### src/rtl/iommu_cfg_pkg.sv
// Package: shared access classification and layout constants for the
// translator configuration register file.
package iommu_cfg_pkg;

    // How one decoded access touches the register file.
    typedef enum logic [2:0] {
        ACC_NONE  = 3'd0,   // unmapped offset
        ACC_FULL  = 3'd1,   // whole 64-bit word
        ACC_UPPER = 3'd2,   // 32-bit access to bits 63:32
        ACC_LOWER = 3'd3,   // access to bits 31:0
        ACC_INERT = 3'd4    // flush pair: accepted, no effect
    } acc_kind_e;

    // Number of configuration words (control, table base).
    localparam int unsigned NUM_REGS = 2;
    // Bytes per configuration word.
    localparam int unsigned WORD_BYTES = 8;

endpackage

### src/rtl/iommu_cfg_decode.sv
// Module: iommu_cfg_decode
// Classifies a byte offset and width into an access kind and a word
// index. Assumes the words are WORD_BYTES apart from offset 0 and the
// inert flush word sits right after the last configuration word.
// Offsets that are not multiples of 4 are unmapped.
module iommu_cfg_decode
    import iommu_cfg_pkg::*;
#(
    parameter int unsigned ADDR_W = 8
) (
    input  logic [ADDR_W-1:0] addr,
    input  logic              wide,
    output acc_kind_e         kind,
    output logic [$clog2(NUM_REGS)-1:0] sel
);
    localparam int unsigned SEL_W  = $clog2(NUM_REGS);
    localparam int unsigned LSB_W  = $clog2(WORD_BYTES);
    localparam int unsigned WIN_W  = $clog2(WORD_BYTES * (NUM_REGS + 1));
    localparam int unsigned WORD_W = WIN_W - LSB_W;

    logic              in_window;
    logic [WORD_W-1:0] word_idx;

    // Offset must lie inside the decoded window.
    assign in_window = (addr[ADDR_W-1:WIN_W] == '0);
    assign word_idx  = addr[WIN_W-1:LSB_W];
    assign sel       = addr[LSB_W +: SEL_W];

    // Map word index, half select and width onto an access kind.
    always_comb begin
        kind = ACC_NONE;
        if (in_window && (addr[1:0] == 2'b00)) begin
            if (word_idx < WORD_W'(NUM_REGS)) begin
                if (addr[2])   kind = ACC_LOWER;
                else if (wide) kind = ACC_FULL;
                else           kind = ACC_UPPER;
            end else if (word_idx == WORD_W'(NUM_REGS)) begin
                kind = ACC_INERT;
            end
        end
    end

endmodule

### src/rtl/iommu_cfg_word.sv
// Module: iommu_cfg_word
// One configuration word with split-width write. A half write always
// takes its data from the low half of the write bus. Assumes wr_en is
// set only for accesses aimed at this word.
module iommu_cfg_word
    import iommu_cfg_pkg::*;
#(
    parameter int unsigned DATA_W = 64
) (
    input  logic              clk,
    input  logic              rst_n,
    input  logic              wr_en,
    input  acc_kind_e         kind,
    input  logic [DATA_W-1:0] wdata,
    output logic [DATA_W-1:0] q
);
    localparam int unsigned HALF_W = DATA_W / 2;

    // Update the whole word or one half, per access kind.
    always_ff @(posedge clk) begin
        if (!rst_n) begin
            q <= '0;
        end else if (wr_en) begin
            case (kind)
                ACC_FULL:  q                 <= wdata;
                ACC_UPPER: q[DATA_W-1:HALF_W] <= wdata[HALF_W-1:0];
                ACC_LOWER: q[HALF_W-1:0]      <= wdata[HALF_W-1:0];
                default:   ;
            endcase
        end
    end


    full_write_chk: assert property (@(posedge clk) disable iff (!rst_n)
        (wr_en && kind == ACC_FULL) |=> (q == $past(wdata)));


    upper_write_keeps_low_chk: assert property (@(posedge clk) disable iff (!rst_n)
        (wr_en && kind == ACC_UPPER) |=>
            (q[HALF_W-1:0] == $past(q[HALF_W-1:0]) &&
             q[DATA_W-1:HALF_W] == $past(wdata[HALF_W-1:0])));


    lower_write_keeps_high_chk: assert property (@(posedge clk) disable iff (!rst_n)
        (wr_en && kind == ACC_LOWER) |=>
            (q[DATA_W-1:HALF_W] == $past(q[DATA_W-1:HALF_W]) &&
             q[HALF_W-1:0] == $past(wdata[HALF_W-1:0])));


    idle_word_stable_chk: assert property (@(posedge clk) disable iff (!rst_n)
        !(wr_en && (kind == ACC_FULL || kind == ACC_UPPER || kind == ACC_LOWER))
            |=> $stable(q));

endmodule

### src/rtl/iommu_cfg_rdmux.sv
// Module: iommu_cfg_rdmux
// Selects read data: the whole word, or one half placed in the low
// lanes with the upper lanes zero. Flush and unmapped kinds read zero.
// Assumes sel is below NUM_REGS whenever kind names a word half.
module iommu_cfg_rdmux
    import iommu_cfg_pkg::*;
#(
    parameter int unsigned DATA_W = 64
) (
    input  logic [NUM_REGS-1:0][DATA_W-1:0] words,
    input  logic [$clog2(NUM_REGS)-1:0]     sel,
    input  acc_kind_e                       kind,
    output logic [DATA_W-1:0]               rd_val
);
    localparam int unsigned HALF_W = DATA_W / 2;

    logic [DATA_W-1:0] picked;

    assign picked = words[sel];

    // Shape the picked word to the width and half of the access.
    always_comb begin
        case (kind)
            ACC_FULL:  rd_val = picked;
            ACC_UPPER: rd_val = {{HALF_W{1'b0}}, picked[DATA_W-1:HALF_W]};
            ACC_LOWER: rd_val = {{HALF_W{1'b0}}, picked[HALF_W-1:0]};
            default:   rd_val = '0;
        endcase
    end

endmodule

### src/rtl/iommu_cfg_regs.sv
// Module: iommu_cfg_regs
// Configuration register file of an I/O address translator: control
// and table base words behind a single-cycle slave port, with 32-bit
// half access in big-endian order and an inert flush pair. Assumes
// ADDR_W is wider than the decoded window.
module iommu_cfg_regs
    import iommu_cfg_pkg::*;
#(
    parameter int unsigned ADDR_W = 8,
    parameter int unsigned DATA_W = 64
) (
    input  logic              clk,
    input  logic              rst_n,
    input  logic              acc_valid,
    input  logic              acc_write,
    input  logic              acc_wide,
    input  logic [ADDR_W-1:0] acc_addr,
    input  logic [DATA_W-1:0] acc_wdata,
    output logic [DATA_W-1:0] rd_data,
    output logic [DATA_W-1:0] ctrl_q,
    output logic [DATA_W-1:0] base_q,
    output logic              unmapped_hit
);
    localparam int unsigned SEL_W = $clog2(NUM_REGS);

    acc_kind_e                       kind;
    logic [SEL_W-1:0]                sel;
    logic [NUM_REGS-1:0][DATA_W-1:0] words;
    logic [DATA_W-1:0]               rd_val;
    logic                            rd_req;

    iommu_cfg_decode #(.ADDR_W(ADDR_W)) u_decode (
        .addr (acc_addr),
        .wide (acc_wide),
        .kind (kind),
        .sel  (sel)
    );

    // One word instance per configuration register.
    for (genvar i = 0; i < NUM_REGS; i++) begin : g_word
        logic wr_en;
        assign wr_en = acc_valid && acc_write && (sel == SEL_W'(i));
        iommu_cfg_word #(.DATA_W(DATA_W)) u_word (
            .clk   (clk),
            .rst_n (rst_n),
            .wr_en (wr_en),
            .kind  (kind),
            .wdata (acc_wdata),
            .q     (words[i])
        );
    end

    iommu_cfg_rdmux #(.DATA_W(DATA_W)) u_rdmux (
        .words  (words),
        .sel    (sel),
        .kind   (kind),
        .rd_val (rd_val)
    );

    assign rd_req = acc_valid && !acc_write;
    assign ctrl_q = words[0];
    assign base_q = words[1];

    // Capture read data on a read; hold it otherwise.
    always_ff @(posedge clk) begin
        if (!rst_n)      rd_data <= '0;
        else if (rd_req) rd_data <= rd_val;
    end

    // Flag an access that hit no mapped or inert offset.
    always_ff @(posedge clk) begin
        if (!rst_n) unmapped_hit <= 1'b0;
        else        unmapped_hit <= acc_valid && (kind == ACC_NONE);
    end



    zero_read_chk: assert property (@(posedge clk) disable iff (!rst_n)
        (rd_req && (kind == ACC_NONE || kind == ACC_INERT)) |=> (rd_data == '0));


    rd_hold_chk: assert property (@(posedge clk) disable iff (!rst_n)
        !rd_req |=> $stable(rd_data));


    strobe_cause_chk: assert property (@(posedge clk) disable iff (!rst_n)
        unmapped_hit |-> $past(acc_valid));


    inert_no_strobe_chk: assert property (@(posedge clk) disable iff (!rst_n)
        (acc_valid && kind == ACC_INERT) |=> !unmapped_hit);


    reset_clear_chk: assert property (@(posedge clk) disable iff (!rst_n)
        $past(!rst_n) |-> (ctrl_q == '0 && base_q == '0 && rd_data == '0 && !unmapped_hit));

endmodule

### config.mk
export PLATFORM = sky130hd
export DESIGN_NAME = iommu_cfg_regs
export DESIGN_NICKNAME = d
export VERILOG_FILES = /design/src/rtl/iommu_cfg_pkg.sv /design/src/rtl/iommu_cfg_decode.sv /design/src/rtl/iommu_cfg_word.sv /design/src/rtl/iommu_cfg_rdmux.sv /design/src/rtl/iommu_cfg_regs.sv
export SDC_FILE = /design/constraint.sdc
export NUM_CORES = 1
export LEC_CHECK = 0
export BUFFER_PORTS_ARGS = -buffer_cell sky130_fd_sc_hd__buf_2
export CORE_UTILIZATION = 46
export CTS_CLUSTER_DIAMETER = 100
export DETAILED_ROUTE_END_ITERATION = 6
export GPL_ROUTABILITY_DRIVEN = 0
export PLACE_DENSITY = 0.76
export SKIP_CTS_REPAIR_TIMING = 1
export SYNTH_ARGS = -nofsm -noshare
export SYNTH_HDL_FRONTEND = slang
export SYNTH_SLANG_ARGS = --single-unit
### constraint.sdc
create_clock -name clk -period 2.2 [get_ports clk]
set_clock_uncertainty 0.2 [all_clocks]
set_input_delay 0.33 -clock clk [delete_from_list [all_inputs] [get_ports clk]]
set_output_delay 0.33 -clock clk [all_outputs]
set_load 0.1 [all_outputs]
## Yosys cells after proc, flatten, opt, wreduce, memory -nomap -nowiden

Index checks and enable logic that the tools add are counted.

- Bits in registers: 193
- Input bits: 77
- Output and inout bits: 193

- Order comparisons: 2
- Equal/unequal tests: 4
- Multiplexer cells: 9
- Bitwise logic cells: 1
- Reductions and logical operators: 16

Operators with widths:

| cell | number |
|---|---|
| one-hot mux 64 bit (3 select lines) | 1 |
| two-way mux 64 bit | 2 |
| one-hot mux 32 bit (2 select lines) | 1 |
| two-way mux 3 bit | 4 |
| AND reduction 2 bit | 4 |
| equality test 3 x 2 -> 1 bit, second input constant | 2 |
| logical AND 1 bit | 6 |
| zero test 3 bit | 2 |
| equality test 3 x 1 -> 1 bit, second input constant | 1 |
| equality test 2 bit, second input constant | 1 |
| zero test 2 bit | 1 |
| < comparator 1 x 2 -> 1 bit, second input constant | 1 |
| < comparator 2 bit, second input constant | 1 |
| two-way mux 2 bit | 1 |
| nonzero test 2 bit | 1 |
| OR reduction 2 bit | 1 |
| zero test 1 bit | 1 |
| inverter 1 bit | 1 |

## Depth between registers and ports, before layout

- Word-level depth: 7
- Mapped depth: 7
- Mapped depth without buffers: 4

## By module

Synthesis repeated with hierarchy kept, for this count alone.

- Cell total of the unflattened synthesis: 1,095
- Area, all modules: 9,029.9 sq um

By module, submodules not included:

| module | times used | cells an instance | area each (sq um) | seq. area each (sq um) |
|---|---|---|---|---|
| iommu_cfg_word | 2 | 327 | 2,588.7 | 1,281.2 |
| iommu_cfg_regs | 1 | 284 | 2,672.6 | 1,301.2 |
| iommu_cfg_rdmux | 1 | 149 | 1,103.6 | 0.0 |
| iommu_cfg_decode | 1 | 8 | 76.3 | 0.0 |

## Worst setup path after synthesis

No wires, ideal clock.

- Kind: input to register
- Start point: in acc_addr[3]
- End point: reg rd_data[26]
- Library setup time: 0.120 ns
- Data arrival time: 1.910 ns
- Data required time: 1.880 ns
- Slack: -0.030 ns
- Stages: 7
- Path buffers: 3
- Path through: clkbuf_1 > buf_2 > buf_1 > mux2_2 > mux2_2 > a22oi_1 > nor2b_1

- Word-level cells in the longest chain between the ends: 6
- Elaborated cells on any way between the ends: 11

Ends and longest elaborated chain:

| what | line | RTL |
|---|---|---|
| start: declaration | iommu_cfg_regs.sv:17 | `input logic [ADDR_W-1:0] acc_addr,` |
| equality test 2 bit | iommu_cfg_decode.sv:37 | `end else if (word_idx == WORD_W'(NUM_REGS)) begin` |
| two-way mux 3 bit | iommu_cfg_decode.sv:37 |  |
| two-way mux 3 bit | iommu_cfg_decode.sv:33 | `if (word_idx < WORD_W'(NUM_REGS)) begin` |
| two-way mux 3 bit | iommu_cfg_decode.sv:32 | `if (in_window && (addr[1:0] == 2'b00)) begin` |
| equality test 3 x 2 -> 1 bit / equality test 3 x 1 -> 1 bit (equally long branches) | iommu_cfg_rdmux.sv:23 | `case (kind)` |
| one-hot mux 64 bit (3 select lines) * | iommu_cfg_rdmux.sv:23 |  |
| end signal: assignment | iommu_cfg_regs.sv:67 | `else if (rd_req) rd_data <= rd_val;` |
| end: declaration | iommu_cfg_regs.sv:19 | `output logic [DATA_W-1:0] rd_data,` |

Mark *: on every way between the ends. The rest lies on a longest branch, timed or not. The select of a mux whose other input is x is not followed.
A chain may end at the register's enable or synchronous reset.

## Worst setup path in the final report

- Start point: in acc_addr[4]
- End point: reg g_word[1].u_word.q[41]

- Word-level cells in the longest chain between the ends: 7
- Elaborated cells on any way between the ends: 10

Ends and longest elaborated chain:

| what | line | RTL |
|---|---|---|
| equality test 2 bit | iommu_cfg_decode.sv:37 |  |
| two-way mux 3 bit | iommu_cfg_decode.sv:37 |  |
| two-way mux 3 bit * | iommu_cfg_decode.sv:33 |  |
| two-way mux 3 bit * | iommu_cfg_decode.sv:32 |  |
| equality test 3 x 1 -> 1 bit / equality test 3 x 2 -> 1 bit (equally long branches) | iommu_cfg_word.sv:24 | `case (kind)` |
| nonzero test 2 bit (no line) | - |  |
| AND reduction 2 bit (no line) | - |  |
| end signal: assignment | iommu_cfg_word.sv:25 | `ACC_FULL: q <= wdata;` |
| end signal: indexed assignment | iommu_cfg_word.sv:26 | `ACC_UPPER: q[DATA_W-1:HALF_W] <= wdata[HALF_W-1:0];` |
| end signal: indexed assignment | iommu_cfg_word.sv:27 | `ACC_LOWER: q[HALF_W-1:0] <= wdata[HALF_W-1:0];` |
| end: declaration | iommu_cfg_word.sv:15 | `output logic [DATA_W-1:0] q` |

Mark *: on every way between the ends. The rest lies on a longest branch, timed or not.

==> results list <==
- The run finished with clean final reports.
- For this run, asynchronously set or reset flops after synthesis account for 0%.
- Clock tree from TritonCTS: yes
- Clk buf depth: 2
- Xor/xnor share of the synthesized area: 0%
- Overall die width: between 100 and 150 um
- Growth of design area from synthesis to finish: 32.8%
- Subtracting the final worst setup slack from the clock period gives around 2.1 ns.
- Clock transition at path regs: 0.07 ns
- Sequential-to-total area share from yosys stat: 46.7%
- The floorplan step defined a core boundary enclosing roughly 0.017 mm2.
- The setup path with the least slack is of type in2reg.
* CP Buf/Inv Count: 3
- Data on the critical path arrives at its endpoint at 2.22 ns.
* Iteration count of the initial detailed-routing pass: 5
- Placed Instances: 1,326
- At the pin with the least slew margin, the transition time is 0.562 ns.
* Pins over their slew limit: 0
- EDFF count, synth: 0
- Number of library cell types mapped by synthesis: 28
* Adder-cell share of the synthesized area: 0%
* Clk_lat worst skew: roughly 0.43 ns
- Synth Area in Compound Gates: approximately a fifth
- Total number of clock tree sinks: around 190
- Setup violations remaining at the end of the flow were counted as 0.
- Rel. slew slack: 62.5%
- On the final layout, the worst hold slack is 0.000482 ns.
- Post-layout instance count excluding filler cells: approximately 1.4k
- Yosys printed 0 warnings.
* RSZ-0062 raised after global routing: false
- Portion of the clock cycle consumed by the worst path in the final layout: between 90% and 100%
* Most used flip-flop cell after synthesis: sky130_fd_sc_hd__dfxtp_1
- The critical path goes through buf_2 -> or4_1 -> buf_4 -> or3_2 -> buf_12 -> mux2i_1 -> a21oi_1.
- R2R Path End: rd_data[10]
* Total die area: 0.0185 mm2
- Antenna violations before repair: 5
* Critical path's top delay family: simple AND/OR/NAND/NOR gates
* Mux contribution to synthesized area: 16.9%
- Startpoint types: input pin
- Vias after detailed routing: 7,673
- Entering global routing, the biggest net connects 90 pins.
- Initial core utilization: 47.5%
- After detailed routing, the number of vias per cell comes to 5.51.
- After synthesis, the largest family of logic cells by area is compound AO/OA/AOI/OAI gates.
- For the worst setup path, the data required time is between 2 and 2.5 ns.
- Count of cells along the worst register-to-register path: 4
* Final hold violation count: 0
- Row generation in the floorplan step produced 48 rows.
- After Yosys synthesis, and, or, nand and nor cells account for about an eighth of the synthesized area.
- Synthesis handed over a netlist of 869 instances.
- First-pass GRT wire length: 38.6 mm
* Critical Path End Type: register
- Global routing used 27.2% of the available tracks across all layers.
- Instance count along the most critical hold path: 3
- Source of the worst register-to-register timing path: g_word[1].u_word.q[42]
- The critical path runs through a total of 7 cells.
- Register-to-register path setup slack: 0.77 ns
* Leakage: 5.04 nW
* Worst-path maximum fanout: 11
- Master of the slowest instance on the critical path: sky130_fd_sc_hd__or4_1
- Count of maximum capacitance violations: 0
- Wire per inst: 18.6 um
* Power per standard cell area: 630 mW/mm2
* Number of register bits inferred by synthesis: approximately 190
- Post-DP HPWL: 17.6 mm
- Number of DRC markers in iteration 0: 420
- The mapped netlist covers 0.00828 mm2.
- Residual overflow from global routing: 0
- Post-layout net count: 1,228
- Tightest Hold Check Type: in2reg
* Delay of the slowest critical-path stage: roughly 0.56 ns
- The die is 136 um tall.
- Remaining number of nets flagged by the antenna check after routing: 0
- VDD sags by at most slightly above 0.5 mV.
* Number of nets produced by synthesis: approximately 950
- Cells with a size suffix above 1 make up 38.3% of the layout.
- Number of top-level pins: between 200 and 300
* Maximum frequency from static timing analysis: between 400 and 500 MHz
- The number of global-route vias before repair is between 7k and 8k.
- Maximum level of the CTS H-tree: 4
- The tree is rooted in a sky130_fd_sc_hd__clkbuf_16.
- # port buffers: 269
- Mean post-synth cell area: 9.53 um2
* Final sum of negative setup slack: 0 ns
- After detailed routing, the total wire length is 25.9 mm.
- Hold Startpoint: acc_wdata[47]
- Total clock buffers created by CTS: 17
- After detailed routing, the number of remaining DRC violations is 0.
- The worst hold path terminates at g_word[0].u_word.q[47].
==> cells in the mapped netlist, drive strengths merged (2+ instances only) <==
| library cell | instances | area (um2) |
|---|---|---|
| dfxtp | 193 | 3860 |
| nand2 | 129 | 484 |
| mux2 | 96 | 1080 |
| a21oi | 66 | 330 |
| a21boi | 64 | 480 |
| a22oi | 64 | 480 |
| nor2b | 64 | 400 |
| o21ai | 64 | 320 |
| clkbuf | 48 | 180 |
| mux2i | 32 | 320 |
| buf | 30 | 174 |
| nor4 | 6 | 77.6 |
| or4 | 3 | 22.5 |
| nand2b | 2 | 12.5 |
| nor3 | 2 | 15.0 |
| or2 | 2 | 12.5 |
==> cells by family after synthesis <==
family                 count (synthesis)
AO/OA/AOI/OAI                        258
AND/OR/NAND/NOR                      211
flip-flops                           193
multiplexers                         128
buffers and inverters                 79
==> registers in the layout (all words and copies together) (netlist names) <==
signal	flops
rd_data	64
unmapped_hit	1
g_word.u_word.q	128
==> worst register-to-register path: cells and delay by family, from the launching register on <==
family	cells	cell delay (ns)
AOI/OAI and AO/OA	1	0.18
muxes	2	0.55
DFF	1	0.33
and+or+nand+nor	1	0.07
==> how the worst max path moves through the flow <==
stage	startpoint	end	slack (ns)
finish	acc_addr[4]	g_word[1].u_word.q[41]	0.08
global route	acc_addr[4]	g_word[1].u_word.q[34]	0.03
CTS	acc_addr[4]	g_word[1].u_word.q[41]	0.11
detailed placement	acc_addr[4]	g_word[0].u_word.q[56]	-0.36
global placement	acc_addr[4]	g_word[0].u_word.q[42]	-0.32
floorplan	acc_addr[4]	g_word[0].u_word.q[11]	-0.01
==> area by class of cell <==
cell class                 instances  area (um2)
sequential                       193        3860
clock inverter                     8        80.1
fill                            1483        6420
tap                              225         282
clock buffer                      23         478
timing repair buffer             341        2170
antenna                            4        10.0
inverter                           1        3.75
multi-input combinational        597        4110
==> through the flow <==
step	total power (W)	utilization [%]	setup slack (ns)	area, um2
after global routing	0.00710	63.1	0.0265	11000
after floorplan	0.00379	-	-0.0113	8290
after global placement	0.00397	58.1	-0.325	10100
final	0.00693	63.1	0.0849	11000
after CTS	0.00691	61.3	0.110	10700
after detailed placement	0.00397	58.1	-0.356	10100
==> layer usage <==
metal	global-route usage [%]	share of wire (%)	routed length (um)
met5	0	0.10	27
met4	12.6	2.7	710
met3	5.85	6.1	1580
met2	44.6	48	12500
met1	33.9	43	11100
==> placed cells by master, fill, tap and decap left out, drive strengths merged <==
cell type    instances
clkinv               3
nand2              129
clkinvlp             3
nor3                 2
or3                  1
clkbuf              23
inv                  2
mux2i               32
dfxtp              193
nor2                 1
or4                  3
a21oi               66
or2                  2
nor2b               64
a21boi              64
diode                4
bufinv               1
dlygate4sd3         31
nand2b               2
a22oi               64
nor4                 6
mux2                96
buf                310
nand4bb              1
o21ai               64
==> where the power goes <==
group	switching [W]	internal [W]	total (W)
sequential	0.00000221	0.00350	0.00350
combinational	0.000239	0.000200	0.000439
clock	0.00134	0.00165	0.00299
total	0.00159	0.00534	0.00693
Power figures use the tool's default switching activity.
